$ cat config.mk
export PLATFORM = sky130hd
export DESIGN_NAME = keyed_watchdog
export DESIGN_NICKNAME = d
export VERILOG_FILES = /design/src/rtl/kwd_pkg.sv /design/src/rtl/kwd_regs.sv /design/src/rtl/kwd_tick_sel.sv /design/src/rtl/kwd_counter.sv /design/src/rtl/keyed_watchdog.sv
export SDC_FILE = /design/constraint.sdc
export NUM_CORES = 1
export LEC_CHECK = 0
export CORE_ASPECT_RATIO = 1.75
export CORE_MARGIN = 8
export CORE_UTILIZATION = 45
export DETAILED_ROUTE_END_ITERATION = 12
export PLACE_DENSITY = 0.76
export SYNTH_ARGS = -nofsm -noshare
export SYNTH_HDL_FRONTEND = slang
export SYNTH_SLANG_ARGS = --single-unit
$ cat constraint.sdc
create_clock -name clk -period 3.11 [get_ports clk]
set_input_delay 0.622 -clock clk [delete_from_list [all_inputs] [get_ports clk]]
set_output_delay 0.622 -clock clk [all_outputs]
set_load 0.01 [all_outputs]
$ cat src/rtl/kwd_pkg.sv
package kwd_pkg;
  localparam int unsigned KWD_WINDOW_BYTES = 32;
  localparam int unsigned KWD_RUN_BIT      = 0;
  localparam int unsigned KWD_BASE_BIT     = 4;
  localparam logic [15:0] KWD_KEY_DEFAULT  = 16'h4755;

  // register slot selected by a word-aligned byte address inside the window
  typedef enum logic [2:0] {
    SEL_COUNT  = 3'd0,
    SEL_RELOAD = 3'd1,
    SEL_KICK   = 3'd2,
    SEL_CTRL   = 3'd3,
    SEL_FLAG   = 3'd4,
    SEL_ACK    = 3'd5,
    SEL_WIDTH  = 3'd6,
    SEL_NONE   = 3'd7
  } kwd_sel_e;

  function automatic logic kwd_key_match(input logic [31:0] data, input logic [15:0] key);
    return data[15:0] == key;
  endfunction
endpackage

$ cat src/rtl/kwd_regs.sv
module kwd_regs
  import kwd_pkg::*;
#(
  parameter int unsigned ADDR_W = 8,
  parameter int unsigned DATA_W = 32,
  parameter int unsigned CNT_W  = 32,
  parameter int unsigned PW_W   = 8,
  parameter logic [15:0] KEY    = KWD_KEY_DEFAULT,
  parameter logic [CNT_W-1:0] RELOAD_INIT = CNT_W'(32'h00FF_FFFF)
) (
  input  logic              clk,
  input  logic              rst_n,
  input  logic [ADDR_W-1:0] addr,
  input  logic              we,
  input  logic [DATA_W-1:0] wdata,
  input  logic [CNT_W-1:0]  cnt_val,
  input  logic              expire,
  output logic [DATA_W-1:0] rdata,
  output logic [CNT_W-1:0]  reload_val,
  output logic              ctrl_run,
  output logic              ctrl_base,
  output logic [PW_W-1:0]   width_val,
  output logic              flag_q,
  output logic              load_evt
);
  localparam logic [ADDR_W-1:0] WINDOW_END = ADDR_W'(KWD_WINDOW_BYTES);

  function automatic kwd_sel_e decode(input logic [ADDR_W-1:0] a);
    if (a[1:0] != 2'b00 || a >= WINDOW_END) return SEL_NONE;
    return kwd_sel_e'(a[4:2]);
  endfunction

  kwd_sel_e          sel;
  logic [DATA_W-1:0] ctrl_q;
  logic              kick_ok;
  logic              run_rise;

  assign sel      = decode(addr);
  assign kick_ok  = we && (sel == SEL_KICK) && kwd_key_match(32'(wdata), KEY);
  assign run_rise = we && (sel == SEL_CTRL) && wdata[KWD_RUN_BIT] && !ctrl_q[KWD_RUN_BIT];
  assign load_evt = kick_ok || run_rise;

  assign ctrl_run  = ctrl_q[KWD_RUN_BIT];
  assign ctrl_base = ctrl_q[KWD_BASE_BIT];

  always_ff @(posedge clk or negedge rst_n) begin
    if (!rst_n) begin
      reload_val <= RELOAD_INIT;
      ctrl_q     <= '0;
      width_val  <= '0;
      flag_q     <= 1'b0;
    end else begin
      if (we && sel == SEL_RELOAD) reload_val <= wdata[CNT_W-1:0];
      if (we && sel == SEL_CTRL)   ctrl_q     <= wdata;
      if (we && sel == SEL_WIDTH)  width_val  <= wdata[PW_W-1:0];
      if (expire)                       flag_q <= 1'b1;
      else if (we && sel == SEL_ACK)    flag_q <= 1'b0;
    end
  end

  always_comb begin
    unique case (sel)
      SEL_COUNT:  rdata = DATA_W'(cnt_val);
      SEL_RELOAD: rdata = DATA_W'(reload_val);
      SEL_CTRL:   rdata = ctrl_q;
      SEL_FLAG:   rdata = DATA_W'(flag_q);
      SEL_WIDTH:  rdata = DATA_W'(width_val);
      default:    rdata = '0;
    endcase
  end
endmodule

$ cat src/rtl/kwd_tick_sel.sv
module kwd_tick_sel (
  input  logic run,
  input  logic base_slow,
  input  logic tick_1us,
  output logic step
);
  assign step = run && (base_slow ? tick_1us : 1'b1);
endmodule

$ cat src/rtl/kwd_counter.sv
module kwd_counter #(
  parameter int unsigned CNT_W = 32,
  parameter int unsigned PW_W  = 8
) (
  input  logic             clk,
  input  logic             rst_n,
  input  logic             load_evt,
  input  logic [CNT_W-1:0] reload_val,
  input  logic             run,
  input  logic             step,
  input  logic [PW_W-1:0]  width_val,
  output logic [CNT_W-1:0] cnt_q,
  output logic             pulsing,
  output logic             expire,
  output logic             pulse_done
);
  logic [PW_W-1:0] pw_left;

  function automatic logic [PW_W-1:0] pulse_len(input logic [PW_W-1:0] w);
    return (w == '0) ? PW_W'(1) : w;
  endfunction

  function automatic logic [CNT_W-1:0] count_down(input logic [CNT_W-1:0] c);
    return (c == '0) ? c : c - CNT_W'(1);
  endfunction

  assign expire     = run && !pulsing && !load_evt && (cnt_q == '0);
  assign pulse_done = pulsing && (pw_left == PW_W'(1));

  always_ff @(posedge clk or negedge rst_n) begin
    if (!rst_n) begin
      cnt_q   <= '0;
      pulsing <= 1'b0;
      pw_left <= '0;
    end else begin
      if (load_evt)                cnt_q <= reload_val;
      else if (pulse_done && run)  cnt_q <= reload_val;
      else if (step && !pulsing)   cnt_q <= count_down(cnt_q);

      if (expire) begin
        pulsing <= 1'b1;
        pw_left <= pulse_len(width_val);
      end else if (pulse_done) begin
        pulsing <= 1'b0;
      end else if (pulsing) begin
        pw_left <= pw_left - PW_W'(1);
      end
    end
  end
endmodule

$ cat src/rtl/keyed_watchdog.sv
module keyed_watchdog
  import kwd_pkg::*;
#(
  parameter int unsigned ADDR_W = 8,
  parameter int unsigned DATA_W = 32,
  parameter int unsigned CNT_W  = 32,
  parameter int unsigned PW_W   = 8,
  parameter logic [15:0] KEY    = KWD_KEY_DEFAULT
) (
  input  logic              clk,
  input  logic              rst_n,
  input  logic              tick_1us,
  input  logic [ADDR_W-1:0] bus_addr,
  input  logic              bus_we,
  input  logic [DATA_W-1:0] bus_wdata,
  output logic [DATA_W-1:0] bus_rdata,
  output logic              sys_rst
);
  logic [CNT_W-1:0] cnt_q;
  logic [CNT_W-1:0] reload_val;
  logic [PW_W-1:0]  width_val;
  logic             ctrl_run;
  logic             ctrl_base;
  logic             flag_q;
  logic             load_evt;
  logic             step;
  logic             expire;
  logic             pulse_done;

  kwd_regs #(
    .ADDR_W(ADDR_W), .DATA_W(DATA_W), .CNT_W(CNT_W), .PW_W(PW_W), .KEY(KEY)
  ) u_regs (
    .clk(clk), .rst_n(rst_n), .addr(bus_addr), .we(bus_we), .wdata(bus_wdata),
    .cnt_val(cnt_q), .expire(expire), .rdata(bus_rdata), .reload_val(reload_val),
    .ctrl_run(ctrl_run), .ctrl_base(ctrl_base), .width_val(width_val),
    .flag_q(flag_q), .load_evt(load_evt)
  );

  kwd_tick_sel u_tick (
    .run(ctrl_run), .base_slow(ctrl_base), .tick_1us(tick_1us), .step(step)
  );

  kwd_counter #(.CNT_W(CNT_W), .PW_W(PW_W)) u_cnt (
    .clk(clk), .rst_n(rst_n), .load_evt(load_evt), .reload_val(reload_val),
    .run(ctrl_run), .step(step), .width_val(width_val), .cnt_q(cnt_q),
    .pulsing(sys_rst), .expire(expire), .pulse_done(pulse_done)
  );
endmodule

Word level (Yosys, flattened, before mapping)
Index checks and enable logic that the tools add are counted.
- output and inout port bits: 33
- logic and storage cells: 67
- input port bits: 44
- register bits: 114
- multiplexer cells: 17
- equality and inequality tests: 10
- reductions and logical operators: 30
- add/sub/neg operators: 2
- magnitude comparators: 1
- operators by type and width (cell ; number):
    32-bit one-hot mux with 5 select lines ; 1
    32-bit 2-to-1 mux ; 4
    32-bit zero test ; 1
    8-bit 2-to-1 mux ; 4
    32-bit by 1-bit subtractor with 32-bit output (second input constant) ; 1
    16-bit by 15-bit equality test with 1-bit output (second input constant) ; 1
    1-bit logical AND ; 15
    3-bit equality test (second input constant) ; 3
    8-bit by 1-bit equality test with 1-bit output (second input constant) ; 1
    8-bit by 6-bit >= comparator with 1-bit output (second input constant) ; 1
    8-bit zero test ; 1
    2-bit nonzero test ; 4
    8-bit by 1-bit subtractor with 8-bit output (second input constant) ; 1
    3-bit by 2-bit equality test with 1-bit output (second input constant) ; 2
    1-bit 2-to-1 mux ; 6
    3-bit 2-to-1 mux ; 2
    2-bit AND reduction ; 2
    3-bit by 1-bit equality test with 1-bit output (second input constant) ; 1
    1-bit zero test ; 3
    3-bit zero test ; 1
    3-bit by 1-bit inequality test with 1-bit output (second input constant) ; 1
    3-bit nonzero test ; 1
    1-bit logical OR ; 2
    2-bit inequality test (second input constant) ; 1

Logic depth before layout (Yosys ltp)
Gate-level depths: netlist of run 1.
- word-level depth: 14
- depth in mapped cells: 11
- mapped depth without buffers: 8

By module
From an unflattened synthesis of run 1, not the netlist that was laid out.
- cell total of the unflattened synthesis: 571
- area, all modules: 6259.8 um^2
- modules (own cells, without submodules) (module ; area each (um^2) ; sequential area each (um^2) ; times used ; cells each):
    kwd_regs ; 3763.6 ; 1856.8 ; 1 ; 300
    kwd_counter ; 2484.9 ; 1026.0 ; 1 ; 269
    kwd_tick_sel ; 11.3 ; 0.0 ; 1 ; 2

Least setup slack after synthesis of run 1
Ideal clock, no wire load.
- path kind: flip-flop to flip-flop
- from: register u_cnt.cnt_q[0]
- to: register u_cnt.pw_left[6]
- setup slack: 0.348 ns
- stages on the path, launching flop included: 11
- data arrival time: 2.637 ns
- buffers on the path: 3
- period minus slack after synthesis: 2.762 ns
- path through: dfrtp_1 -> inv_1 -> ha_1 -> or4b_1 -> or2_1 -> buf_6 -> or3_4 -> buf_6 -> nor3_4 -> buf_6 -> mux2_2
- word-level cells in the longest chain between the ends: 4
- RTL lines (what ; RTL line ; text):
    start, declared ; kwd_counter.sv:12 ; output logic [CNT_W-1:0] cnt_q,
    start signal, assigned ; kwd_counter.sv:36 ; if (load_evt) cnt_q <= reload_val;
    start signal, assigned ; kwd_counter.sv:37 ; else if (pulse_done && run) cnt_q <= reload_val;
    start signal, assigned ; kwd_counter.sv:38 ; else if (step && !pulsing) cnt_q <= count_down(cnt_q);
    32-bit zero test * ; kwd_counter.sv:27 ; assign expire = run && !pulsing && !load_evt && (cnt_q == '0);
    1-bit logical AND * ; kwd_counter.sv:27 ;
    2-bit inequality test (no line) or 2-bit nonzero test (tied branches) ; n/a ;
    2-bit AND reduction (no line) ; n/a ;
    end signal, assigned ; kwd_counter.sv:42 ; pw_left <= pulse_len(width_val);
    end signal, assigned ; kwd_counter.sv:46 ; pw_left <= pw_left - PW_W'(1);
    end, declared ; kwd_counter.sv:17 ; logic [PW_W-1:0] pw_left;
Mark *: on every way between the ends. The rest lies on a longest branch, timed or not.
A chain may end at the register's enable or synchronous reset.

Final worst setup path of run 1
- from: input port bus_addr[7]
- to: output port bus_rdata[20]
- word-level cells in the longest chain between the ends: 6
- RTL lines (what ; RTL line ; text):
    start, declared ; keyed_watchdog.sv:13 ; input logic [ADDR_W-1:0] bus_addr,
    8-bit by 6-bit >= comparator with 1-bit output * ; kwd_regs.sv:29 ; if (a[1:0] != 2'b00 || a >= WINDOW_END) return SEL_NONE;
    1-bit logical OR * ; kwd_regs.sv:29 ;
    1-bit 2-to-1 mux * ; kwd_regs.sv:29 ;
    3-bit 2-to-1 mux * ; kwd_regs.sv:30 ; return kwd_sel_e'(a[4:2]);
    3-bit equality test (tied with other cells) ; kwd_regs.sv:62 ; unique case (sel)
    32-bit one-hot mux with 5 select lines * ; kwd_regs.sv:62 ;
    end, declared ; keyed_watchdog.sv:16 ; output logic [DATA_W-1:0] bus_rdata,
Marks and branches as above.

==> results of run 1 <==
==> critical path: stages <==
cell and delay [ns]:
clkdlybuf4s50_1 0.42, nor3_2 0.19, buf_4 0.14, nand3b_2 0.12
buf_6 0.20, nor2_1 0.15, clkdlybuf4s50_1 0.55
==> kinds of logic after synthesis <==
| family | share of synthesized area (%) |
|---|---|
| and+or+nand+nor | 14.9 |
| DFF | 47.5 |
| muxes | 19.5 |
| AOI/OAI and AO/OA | 9.95 |
| buffers and inverters | 2.78 |
| xor gates and xnor gates | 4.76 |
| adders and majority gates | 0.618 |
==> final cells by class <==
type                       count  share of cell area [%]
timing repair buffer         116                    14.3
clock buffer                  22                    6.09
inverter                      10                   0.472
sequential                   114                    36.3
clock inverter                10                    1.94
multi-input combinational    413                    38.2
tap                          174                    2.74
==> metal layers <==
metal | share of wire (%) | routed length, um | track usage (%)
met5 | 0 | 0 | 0
met2 | 54 | 9420 | 36.5
met4 | 3.8 | 650 | 10.4
met3 | 4.3 | 736 | 4.83
met1 | 38 | 6500 | 20.2
==> stage by stage <==
step	setup TNS [ns]	instance area, um^2	total power [mW]
2_1_floorplan	0	6070	2.61
3_5_place_dp	-1.34	7300	3.08
4_1_cts	0	7930	5.21
5_1_grt	0	7950	5.41
6_report	0	7950	5.20
3_3_place_gp	-1.38	7300	3.03
==> synth_stat cells, types with 11 or more instances <==
cell type	n
xnor2_1	14
a21oi_1	35
xor2_1	19
nand2_1	16
nor3_1	13
nor4_1	11
a22oi_1	32
dfstp_2	24
mux2_2	99
dfrtp_1	90
clkbuf_1	21
nand3_1	14
nor2_1	80
==> flip-flops by register name, summed over array words and instances, names as in the netlist <==
| register | count |
|---|---|
| u_cnt.pulsing | 1 |
| u_cnt.pw_left | 8 |
| u_regs.ctrl_q | 32 |
| u_regs.reload_val | 32 |
| u_cnt.cnt_q | 32 |
| u_regs.flag_q | 1 |
| u_regs.width_val | 8 |
==> where the power goes <==
part | switching, mW | internal [mW]
clock network | 0.673 | 1.42
logic | 0.581 | 0.548
registers | 0.271 | 1.71
total | 1.52 | 3.67
==> what timing repair did <==
| item | 4_1_cts | 5_1_grt |
|---|---|---|
| endpoints found under the setup margin | 20 | 11 |
| gates resized for setup | 15 | 9 |
| hold buffers | 0 | 0 |
==> final timing paths <==
| kind | from | end | cells past startpoint |
|---|---|---|---|
| worst max-delay path | bus_addr[7] | bus_rdata[20] | 7 |
| worst min-delay path | rst_n | u_regs.ctrl_q[29] | 1 |
| worst max register to register | u_cnt.cnt_q[1] | u_cnt.pw_left[3] | 8 |
| worst min register to register | u_regs.flag_q | u_regs.flag_q | 1 |
| max in group asynchronous | rst_n | u_regs.reload_val[14] | 2 |
| min in group clk | u_regs.flag_q | u_regs.flag_q | 1 |
==> results.md, run 1 <==
* Final wirelength at 17300 um
* Clk sinks at 114
* TritonCTS Buffers at 17
* GRT Overall Usage at 19.8%
* Period utilisation layout at 97.4%
* Vias in the first global route at roughly 5400
* Sequential Area at 2880 um^2
* Later-pin clock latency in the skew report at 0.41 ns
* Share of layout cells above drive strength 1 at a little under a third
* Setup violations, final at 0
* Commonest non-fill, non-tap cell in the layout: mux2_2
* Worst Skew at 0.00677 ns
* Core area at around 13000 um^2
* DP HPWL at 11900 um
* Starting Density at 45.6%
* Post-synth top area share at 37.1%
* Final Non-Filler Cells at around 860
* Routed Antenna Nets at 0
* Initial antenna violation count at 0
* # fillers at 1076
* Syn Nets at between 600 and 700
* Largest net degree at the start of global routing at 42
* Yosys top cell by area: dfrtp_1
* Worst-case clock buffer depth at 2
* Dpl ws at -0.151 ns
* Status: finished clean
* First-pass GRT wire length at 27900 um
* Leakage power at 3.72 nW
* Die Span X at just over 100 um
* Die H at 170 um
* Worst EP required at 2.49 ns
* Critical Path AT at 2.41 ns
* Worst min-delay path class: primary input to async pin
* 1st-iter DRT viols at 350
* Worst-margin pin slew at 0.773 ns
* Post-CTS setup buffer count at 0
* Part of the Yosys area used for sequential elements at approximately 47%
* YS warnings at 0
* Wirelength per Cell at 20.1 um
* Kind of critical path: primary input to primary output
* R2r setup slk at roughly 0.23 ns
* Full die area at 17600 um^2
* H-tree depth at 4
* Max_cap viols at 0
* Critical path launch point type: primary input
* Hold Slack at 0.171 ns
* Mapped Cells at ~570
* Largest cells by area after synthesis: dfrtp_1 37%, mux2_2 18%, dfstp_2 10%
* Synth cell types at 52
* GR Overflow Total at 0
* Number of remaining DRC errors at 0
* GPL Wtd Cong at 0.872
* Mapped cell area at a little over 6000 um^2
* Syn Area/Cell at 10.7 um^2
* Final core occ at 59.7%
* Worst Setup Slack, final at ~0.080 ns
* Clock Tree Root: clkbuf_16
* Initial DRT Pass Iterations at 5
* Vias at 4986
* Rows at 56
* Maximum VDD drop at 0.418 mV
* Fmax at 330 MHz
* Area delta synth->final at 30.9%
* RSZ-0062 raised after global routing: no
* Footprint of the multi-input gates at 3040 um^2
* EDFF count, synth at 0
* Crit Path Max Fanout at 17
* Port-buffer cells at 76
* Inst Count DP at ~830
* Max-slew headroom at between 40% and 50%
* Post-synth ARST share at 100%
* Post-synthesis register bit count at 114
* Crit. End Element: primary output
* Ys flop type: dfrtp_1
* Slew Viols, Final at 0
* Power Dens Cells at 654 nW/um^2
* Post-route minimum period at approximately 3.0 ns
* Ant diodes at 0
* Nets@finish at a little over 700
* Vias per cell at between 5 and 6
* CTS tree: done
* Commonest non-fill, non-tap cells in the layout: 99 x mux2_2, 90 x dfrtp_1, 78 x nor2_1
* Fin. Hold Viols at 0
* # IOs at 77
* Clock edge transition at the registers on the reported setup and hold paths at around 0.060 ns
(Power assumes the default switching activity.)
==> run 2, diff against run 1 <==
- HOLD_SLACK_MARGIN: default -> 0.12
==> results of run 2 <==
The final DEF is identical to that of run 1; final timing and power are the same.
==> run 3, diff against run 2 <==
- ABC_AREA: default -> 1
- PLACE_DENSITY: 0.76 -> 0.75
==> run 3 against run 2 <==
  * Maximum frequency grew 1.1%
  * Critical path depth is 2 higher
  * Non-clock buffer count down 21
  * Register-to-register slack gained 0.54 ns
  * Synthesized cell count is 63% higher
  * Core utilization decreased by 3.0 points
  * Global-route usage grew 0.86 points
  * Wire length up 11%
  * Via count is 29% higher
  * First-iteration DRC count increased by 30%
  * Total power decreased by 25%
  * Largest power group unchanged
==> results.md, run 3 <==
* Status: finished clean
* Cell mode on critical path: nand3_1
* YS warnings at 0 (unchanged)
* Largest cells by area after synthesis: dfrtp_1 33%, nand2_1 17%, nand3_1 9.7%
* Syn Area/Cell at 7.30 um^2 (-32%)
* Crit. End Element: primary output
* Max_cap viols at 0 (unchanged)
* 1st-iter DRT viols at 455 (+30%)
* Part of the Yosys area used for sequential elements at 42.9% (-4.6 points)
* Fin. Hold Viols at 0 (unchanged)
* Metal2 WL at 10500 um (+12%)
* First-pass GRT wire length at 31500 um (+13%)
* Clock network power share at 54.3% (+14 points)
* Routed Antenna Nets at 0 (unchanged)
* GPL Wtd Cong at 0.933 (+7.1%)
* H-tree depth at 4 (unchanged)
* RSZ-0062 raised after global routing: no
* EDFF count, synth at 0 (unchanged)
* Post-synth ARST share at 100% (unchanged)
* Final wirelength at 19200 um (+11%)
* Nets@finish at 1046 (+45%)
* R2r setup slk at 0.77 ns (+0.54 ns)
* Initial DRT Pass Iterations at 5 (unchanged)
* Kind of critical path: primary input to primary output
* GRT Overall Usage at 20.7% (+0.86 points)
* Post-route minimum period at 3.00 ns (-0.0316 ns)
* Worst min-delay path class: primary input to async pin
* Core area at 14800 um^2 (+11%)
* Crit-path slowest cell: clkdlybuf4s50_1
* Fmax at 334 MHz (+1.1%)
* Top Metal Used: met4
* Slowest stage delay, CP at 0.41 ns (-0.14 ns)
* Rows at 59 (+5.4%)
* Vias in the first global route at 6474 (+19%)
* Worst Skew at 0.0103 ns (+0.00350 ns)
* Post-CTS setup buffer count at 0 (unchanged)
* Sw frac at 22.7% (-6.6 points)
* Seq pwr share at 40.7% (+2.7 points)
* Starting Density at 45.6% (-0.079 points)
* Power Dens Cells at 464 nW/um^2 (-29%)
* Critical Path AT at 2.38 ns (-0.03 ns)
* Vias at 6432 (+29%)
* Commonest non-fill, non-tap cells in the layout: 302 x nand2_1, 130 x nand3_1, 90 x dfrtp_1
* Max-slew headroom at 36.5% (-12 points)
* Die H at 178 um (+4.7%)
* DRT met1 WL at 7280 um (+12%)
* Worst EP required at 2.49 ns (about the same)
* Full die area at 19300 um^2 (+9.4%)
* Vias per cell at 5.38 (-7.3%)
* Post-synth top area share at 33.5% (-3.6 points)
* Ys flop type: dfrtp_1
* Metal3 WL at 775 um (+5.3%)
* Slew Viols, Final at 0 (unchanged)
* Clock edge transition at the registers on the reported setup and hold paths at 0.05 ns (about the same)
* Cells along the critical path: clkdlybuf4s50_1 -> nor2_2 -> nand3_1 -> buf_4 -> nor4_4 -> buf_12 -> nand2_1 -> nand3_1 -> dlygate4sd2_1
* Hold-fix buffers, CTS at 0 (unchanged)
* GR Overflow Total at 0 (unchanged)
* Critical path launch point type: primary input
* P_int at 3.00 mW (-18%)
* Setup violations, final at 0 (unchanged)
* Maximum VDD drop at 0.431 mV (+3.1%)
* Final Non-Filler Cells at 1195 (+39%)
* Footprint of the multi-input gates at 3400 um^2 (+12%)
* Share of layout cells above drive strength 1 at 12.0% (-19 points)
* Initial antenna violation count at 0 (unchanged)
* Clock Tree Root: clkbuf_16
* Post-synthesis register bit count at 114 (unchanged)
* Commonest non-fill, non-tap cell in the layout: nand2_1
* Mapped cell area at 6730 um^2 (+11%)
* Synth cell types at 36 (-31%)
* Comb power frac at 5.0% (-17 points)
* Top cells by count, synth: 302 x nand2_1, 130 x nand3_1, 90 x dfrtp_1
* Die Span X at 108 um (+4.4%)
* Clk sinks at 114 (unchanged)
* Gates resized, CTS repair at 32 (+17)
* Biggest regs: u_cnt.cnt_q: 32 flops, u_regs.ctrl_q: 32 flops, u_regs.reload_val: 32 flops
* Crit Path Max Fanout at 32 (+15)
* Worst-margin pin slew at 0.951 ns (+0.178 ns)
* Area delta synth->final at 24.6%
* Inst Count DP at 1163 (+41%)
* DP HPWL at 14000 um (+17%)
* Mapped Cells at 921 (+63%)
* # IOs at 77 (unchanged)
* Power, Total at 3.89 mW (-25%)
* Syn Nets at 968 (+58%)
* Sequential Area at 2880 um^2 (unchanged)
* CTS tree: done
* Top-count cell post-synth: nand2_1
* TritonCTS Buffers at 17 (unchanged)
* Number of remaining DRC errors at 0 (unchanged)
* P_sw at 882 uW (-42%)
* Yosys top cell by area: dfrtp_1
* Leakage power at 4.16 nW (+12%)
* Ant diodes at 0 (unchanged)
* Period utilisation layout at 96.4% (-1.0 points)
* # fillers at 1372 (+28%)
* Port-buffer cells at 76 (unchanged)
* Largest net degree at the start of global routing at 69 (+64%)
* Wirelength per Cell at 16.1 um (-20%)
* Worst-case clock buffer depth at 2 (unchanged)
* Final core occ at 56.7% (-3.0 points)
* Later-pin clock latency in the skew report at 0.42 ns (about the same)
run 3: critical path, delay by kind of cell:
family,cells,cell delay (ns)
buf+inv,4,1.10
simple gates,5,0.63
run 3: worst paths after layout:
path / start / to / depth (start not counted)
max: bus_addr[5] / bus_rdata[13] / 9
min: rst_n / u_regs.ctrl_q[9] / 1
max reg2reg: u_cnt.cnt_q[0] / u_cnt.cnt_q[17] / 11
min reg2reg: u_regs.ctrl_q[3] / u_regs.ctrl_q[3] / 2
max in group asynchronous: rst_n / u_regs.reload_val[23] / 2
min in group clk: u_regs.ctrl_q[3] / u_regs.ctrl_q[3] / 2
run 3: final cells by class:
| type | count | share of cell area [%] |
|---|---|---|
| clock inverters | 14 | 2.39 |
| inverters | 69 | 3.15 |
| repair buffers | 95 | 11.5 |
| multi-input cells | 702 | 40.6 |
| clock buffers | 18 | 5.24 |
| well taps | 183 | 2.73 |
| flip-flops and latches | 114 | 34.4 |
run 3: kinds of logic (layout without fill, tap and decap cells):
| logic type | count (synthesis) | count (layout) | synth area share [%] |
|---|---|---|---|
| adder cells (fa/ha/maj) | 3 | 3 | 0.558 |
| buffers and inverters | 105 | 196 | 6.68 |
| AO/OA/AOI/OAI | 85 | 85 | 6.46 |
| flip-flops | 114 | 114 | 42.9 |
| XOR/XNOR | 31 | 31 | 4.04 |
| AND/OR/NAND/NOR | 583 | 583 | 39.4 |
run 3: per-layer routing:
layer | vias up | global-route usage, %
met3 | 54 | 3.27
met1 | 3047 | 21.7
met2 | 191 | 38.6
li1 | 3140 | -
met4 | 0 | 9.75
met5 | - | 0
run 3: per-stage QoR:
step                setup slack [ns]  hold slack [ns]  setup TNS, ns  area, um^2
finish                         0.112            0.215              0        8380
floorplan                      0.729            0.326              0        6730
CTS                            0.118            0.240              0        8380
global placement              -0.137            0.469          -3.22        7780
global route                 0.00656            0.269              0        8380
detailed placement            -0.160            0.475          -3.63        7780
run 3: power groups by stage:
stage	sequential [mW]	clock (mW)	combinational, mW
after CTS	1.58	2.13	0.196
after global placement	1.60	0	0.191
final	1.58	2.11	0.194
after floorplan	1.59	0	0.0721
after detailed placement	1.61	0	0.195
after global routing	1.59	2.19	0.218
